**src/rtl/ccsel_pkg.sv**
```systemverilog
package ccsel_pkg;

  typedef enum logic {
    DIR_READ  = 1'b0,
    DIR_WRITE = 1'b1
  } line_dir_e;

  function automatic line_dir_e dir_from_mode(input logic wr);
    return wr ? DIR_WRITE : DIR_READ;
  endfunction

  function automatic logic read_go(input logic en, input line_dir_e d);
    return en && (d == DIR_READ);
  endfunction

  function automatic logic write_go(input logic en, input line_dir_e d);
    return en && (d == DIR_WRITE);
  endfunction

endpackage

```
**src/rtl/ccsel_capture.sv**
```systemverilog
module ccsel_capture
  import ccsel_pkg::*;
#(
  parameter int ADDR_W = 6
) (
  input  logic              clk,
  input  logic              rst_n,
  input  logic              en,
  input  logic              wr_in,
  input  logic [ADDR_W-1:0] addr_in,
  output logic [ADDR_W-1:0] addr_q,
  output line_dir_e         dir_q
);

  // Capture window open only while the axis is idle
  logic window_open;
  assign window_open = !en;

  always_ff @(posedge clk or negedge rst_n) begin
    if (!rst_n) begin
      addr_q <= '0;
      dir_q  <= DIR_READ;
    end else if (window_open) begin
      addr_q <= addr_in;
      dir_q  <= dir_from_mode(wr_in);
    end
  end

endmodule

```
**src/rtl/ccsel_group_dec.sv**
```systemverilog
module ccsel_group_dec #(
  parameter int SEL_W = 3,
  localparam int N    = 1 << SEL_W
) (
  input  logic             en,
  input  logic [SEL_W-1:0] sel,
  output logic [N-1:0]     hot
);

  for (genvar g = 0; g < N; g++) begin : g_grp
    assign hot[g] = en && (sel == SEL_W'(g));
  end

endmodule

```
**src/rtl/ccsel_end_drive.sv**
```systemverilog
module ccsel_end_drive #(
  parameter int N = 8
) (
  input  logic         clk,
  input  logic         rst_n,
  input  logic         src_go,
  input  logic         snk_go,
  input  logic [N-1:0] grp,
  output logic [N-1:0] src_q,
  output logic [N-1:0] snk_q
);

  always_ff @(posedge clk or negedge rst_n) begin
    if (!rst_n) begin
      src_q <= '0;
      snk_q <= '0;
    end else begin
      src_q <= src_go ? grp : '0;
      snk_q <= snk_go ? grp : '0;
    end
  end

endmodule

```
**src/rtl/coinc_line_select.sv**
```systemverilog
module coinc_line_select
  import ccsel_pkg::*;
#(
  parameter int ADDR_W = 6,
  localparam int FAR_W  = ADDR_W / 2,
  localparam int NEAR_W = ADDR_W - FAR_W,
  localparam int NEAR_N = 1 << NEAR_W,
  localparam int FAR_N  = 1 << FAR_W
) (
  input  logic              clk,
  input  logic              rst_n,
  input  logic              axis_en,
  input  logic              wr_mode,
  input  logic [ADDR_W-1:0] line_addr,
  output logic [NEAR_N-1:0] src_near,
  output logic [NEAR_N-1:0] snk_near,
  output logic [FAR_N-1:0]  src_far,
  output logic [FAR_N-1:0]  snk_far
);

  // Held line address and direction, exposed for the checker
  logic [ADDR_W-1:0] hold_addr;
  line_dir_e         hold_dir;

  ccsel_capture #(.ADDR_W(ADDR_W)) u_cap (
    .clk    (clk),
    .rst_n  (rst_n),
    .en     (axis_en),
    .wr_in  (wr_mode),
    .addr_in(line_addr),
    .addr_q (hold_addr),
    .dir_q  (hold_dir)
  );

  logic [NEAR_W-1:0] near_sel;
  logic [FAR_W-1:0]  far_sel;
  assign near_sel = hold_addr[ADDR_W-1:FAR_W];
  assign far_sel  = hold_addr[FAR_W-1:0];

  logic [NEAR_N-1:0] near_grp;
  logic [FAR_N-1:0]  far_grp;

  ccsel_group_dec #(.SEL_W(NEAR_W)) u_near_dec (
    .en (axis_en),
    .sel(near_sel),
    .hot(near_grp)
  );

  ccsel_group_dec #(.SEL_W(FAR_W)) u_far_dec (
    .en (axis_en),
    .sel(far_sel),
    .hot(far_grp)
  );

  // Direction-qualified enables
  logic rd_go, wr_go;
  assign rd_go = read_go(axis_en, hold_dir);
  assign wr_go = write_go(axis_en, hold_dir);

  // Near end: source for read, sink for write
  ccsel_end_drive #(.N(NEAR_N)) u_near (
    .clk   (clk),
    .rst_n (rst_n),
    .src_go(rd_go),
    .snk_go(wr_go),
    .grp   (near_grp),
    .src_q (src_near),
    .snk_q (snk_near)
  );

  // Far end: source for write, sink for read
  ccsel_end_drive #(.N(FAR_N)) u_far (
    .clk   (clk),
    .rst_n (rst_n),
    .src_go(wr_go),
    .snk_go(rd_go),
    .grp   (far_grp),
    .src_q (src_far),
    .snk_q (snk_far)
  );

endmodule

```
**config.mk**
```make
export PLATFORM = sky130hd
export DESIGN_NAME = coinc_line_select
export DESIGN_NICKNAME = d
export VERILOG_FILES = /design/src/rtl/ccsel_pkg.sv /design/src/rtl/ccsel_capture.sv /design/src/rtl/ccsel_group_dec.sv /design/src/rtl/ccsel_end_drive.sv /design/src/rtl/coinc_line_select.sv
export SDC_FILE = /design/constraint.sdc
export NUM_CORES = 1
export LEC_CHECK = 0
export ABC_AREA = 1
export BUFFER_PORTS_ARGS = -buffer_cell sky130_fd_sc_hd__clkbuf_2
export CAP_MARGIN = 15
export CORE_MARGIN = 10
export CORE_UTILIZATION = 50
export DETAILED_ROUTE_END_ITERATION = 10
export PLACE_DENSITY = 0.75
export SLEW_MARGIN = 5
export SYNTH_ARGS = -nofsm -noshare
export SYNTH_HDL_FRONTEND = slang
export SYNTH_HIERARCHICAL = 1
export SYNTH_SLANG_ARGS = --single-unit
```
**constraint.sdc**
```tcl
create_clock -name clk -period 1.1 [get_ports clk]
set_input_delay 0.22 -clock clk [delete_from_list [all_inputs] [get_ports clk]]
set_output_delay 0.22 -clock clk [all_outputs]
set_load 0.1 [all_outputs]
```
==> flow_metrics.env <==
export IMPL_num_io_pins=42
export IMPL_grt_use_total_pct=14.47
export IMPL_timing_hold_worst_endpoint="u_cap/addr_q[2]"
export IMPL_final_net_count=226
export IMPL_worst_slew_pin_transition_ns=0.3677
export IMPL_power_static_leakage_nw=1.323
export IMPL_cts_sinks=39
export IMPL_final_period_minus_worst_setup_slack_ns=1.177
export IMPL_grt_pass1_vias=1257
export IMPL_place_area_sq_um=2243
export IMPL_worstPathRequired_ns=0.88
export IMPL_hold_crit_start="line_addr[2]"
export IMPL_die_w_um=74.32
export IMPL_finalCritPeriodShare_pct=107.0
export IMPL_vertical_extent_of_the_die_um=74.32
export IMPL_maximum_number_of_pins_on_one_net_before_global_route_repair=27
export IMPL_ctsLongestPathBuffers=2
export IMPL_clk_pin_slew_ns=0.11
export IMPL_routed_via_density=4.786
export IMPL_clock_tree_from_tritoncts="done"
export IMPL_yosysWarnings=6
export IMPL_finish_instance_area_sq_um=2340
export IMPL_timing_max_cap_violations=0
export IMPL_synth_cell_types=8
export IMPL_routed_wire_length_per_instance_um=15.24
export IMPL_worst_hold_path_num_cells=3
export IMPL_rr_startpoint="u_cap/dir_q"
export IMPL_finalWorstSetupSlack_ns=-0.07674
export IMPL_dpl_hpwl_mm=2.908
export IMPL_floorplan_initialDensity_pct=53.04
export IMPL_area_grow_syn2layout_pct=58.61
export IMPL_power_per_cell_area_nw_per_um2=1176
export IMPL_wire_length_of_the_first_global_routing_pass_mm=6.037
export IMPL_fill_cells=144
export IMPL_cts_root_buf="clkbuf_4"
export IMPL_detail_route_antenna_nets=0
export IMPL_timing_critical_path_to_type="primary output"
export IMPL_floorplan_core_area_sq_um=2781
export IMPL_grt_antenna_before_repair=0
export IMPL_num_antenna_cells=0
export IMPL_maxSlewHeadroom_pct=75.49
export IMPL_syn_area_per_cell_sq_um=8.781
export IMPL_violated_checks="setup timing"
export IMPL_synth_seq_cells=39
export IMPL_portBuffers=41
export IMPL_fin_hold_ws_ns=0.07366
export IMPL_place_gp_congestion=0.7858
export IMPL_final_setup_viol_count=32
export IMPL_critPathArrivalTime_ns=0.96
export IMPL_worstHoldPathType="input pin to register"
export IMPL_postCtsSetupBuffers=0
export IMPL_r2r_setup_slack_ns=0.05
export IMPL_std_cell_rows=19
export IMPL_vias=1187
export IMPL_yosysSeqAreaShare_pct=66.16
export IMPL_die_area_sq_um=5523
export IMPL_netlist_area_sq_um=1475
export IMPL_drc_errors=0
export IMPL_worstPathCellList="buf_12"
export IMPL_rsz0062_at_grt="yes"
export IMPL_h_tree_depth=2
export IMPL_totalPowerFinal_mw=2.752
export IMPL_cts_buffers=5
export IMPL_ff_latch_area_sq_um=1016
export IMPL_timing_critical_path_fanout_max=1
export IMPL_multi_input_area_sq_um=316.6
export IMPL_first_pass_iters=4
export IMPL_hold_violations=0
export IMPL_mappedNetlistNets=178
export IMPL_place_worst_setup_slack_ns=0.01515
export IMPL_crit_reg2reg_capture="u_near/snk_q[1]"
export IMPL_startpoint_type="register"
export IMPL_drt_iter0_markers=56
export IMPL_layout_cell_share_with_drive_strength_beyond_1_pct=41.01
export IMPL_achievable_frequency_mhz=849.8
export IMPL_global_route_overflow_total=0
export IMPL_cp_num_buf_inv=1
export IMPL_clock_skew_final_ns=0.007227
export IMPL_crit_path_max_incr_delay_ns=0.44
export IMPL_critPathTopFamily="flip-flops"
export IMPL_power_ir_vdd_worst_uv=1120
export IMPL_drt_total_wl_mm=3.779
export IMPL_setup_worst_path_class="register to primary output"
export IMPL_cp_slowest_cell="dfrtp_2"
export IMPL_run_status="finished with violations"
export IMPL_synth_cells=168
export IMPL_worstSkewPairLatency_ns=0.34
export IMPL_slew_viol_final=0
export IMPL_rr_worst_depth=4
## registers in the layout, summed over array words and instances (netlist names)
name	flops
u_far/src_q	8
u_cap/addr_q	6
u_near/src_q	8
u_cap/dir_q	1
u_near/snk_q	8
u_far/snk_q	8
## worst max path at each step
stage / start / end / cells past startpoint
after floorplan: u_far/snk_q[0] / snk_far[0] / 0
after global placement: axis_en / u_near/snk_q[5] / 5
after detailed placement: axis_en / u_far/src_q[1] / 5
after CTS: u_far/src_q[2] / src_far[2] / 1
after global routing: u_far/src_q[2] / src_far[2] / 1
final: u_far/src_q[2] / src_far[2] / 1
## per-stage QoR
step           setup TNS, ns  util (%)  cells
2_1_floorplan              0         -    168
3_3_place_gp               0     80.66    238
3_5_place_dp               0     80.66    238
4_1_cts               -2.527     83.63    247
5_1_grt               -3.282     84.12    248
6_report              -1.942     84.12    248
## final cells by class
type | instances | area share (%)
clock buffers | 7 | 2.781
clock inverters | 1 | 0.3209
inverters | 41 | 6.738
multi-input cells | 83 | 13.53
flip-flops and latches | 39 | 43.42
well taps | 31 | 1.658
repair buffers | 45 | 31.23
repair inverters | 1 | 0.3209
## cells in the mapped netlist
library cell / number / area [sq um]
nor2_2: 1 / 6.260
inv_2: 1 / 3.750
nor2_1: 16 / 60.06
buf_2: 4 / 20.02
inv_1: 40 / 150.1
buf_6: 1 / 11.26
dfrtp_1: 39 / 975.9
nand2_1: 66 / 247.7
## report_power, final
group / switching (mW) / internal [mW]
sequential: 0.0390 / 1.48
combinational: 0.285 / 0.129
clock: 0.450 / 0.374
total: 0.774 / 1.98
## layout by cell type, fill, tap and decap left out
| master | instances |
|---|---|
| buf_12 | 33 |
| clkbuf_4 | 5 |
| dlygate4sd3_1 | 1 |
| clkinvlp_4 | 3 |
| nor2_2 | 1 |
| inv_2 | 1 |
| nor2_1 | 16 |
| clkbuf_2 | 9 |
| nand2_2 | 1 |
| dfrtp_1 | 7 |
| clkbuf_8 | 2 |
| dfrtp_2 | 32 |
| buf_4 | 2 |
| nand2_1 | 65 |
| inv_1 | 39 |
## metal layers
metal	up-vias	wire length [um]	GRT usage [%]
met1	563	1391	14.59
met3	7	309	5.053
met5	-	0	0
met2	61	2013	26.42
met4	0	65	6.098
li1	556	-	-
## logic make-up after synthesis
logic type	Yosys count	synth area share, %
simple gates	83	21.29
buf+inv	46	12.55
flops	39	66.16
## timing repair
item | CTS | global route
cloned | 0 | 1
endpoints found under the hold margin | 13 | 0
hold buffers | 1 | 0
gates resized for setup | 0 | 3
setup endpoints to repair | 32 | 48
(Power assumes the default switching activity.)
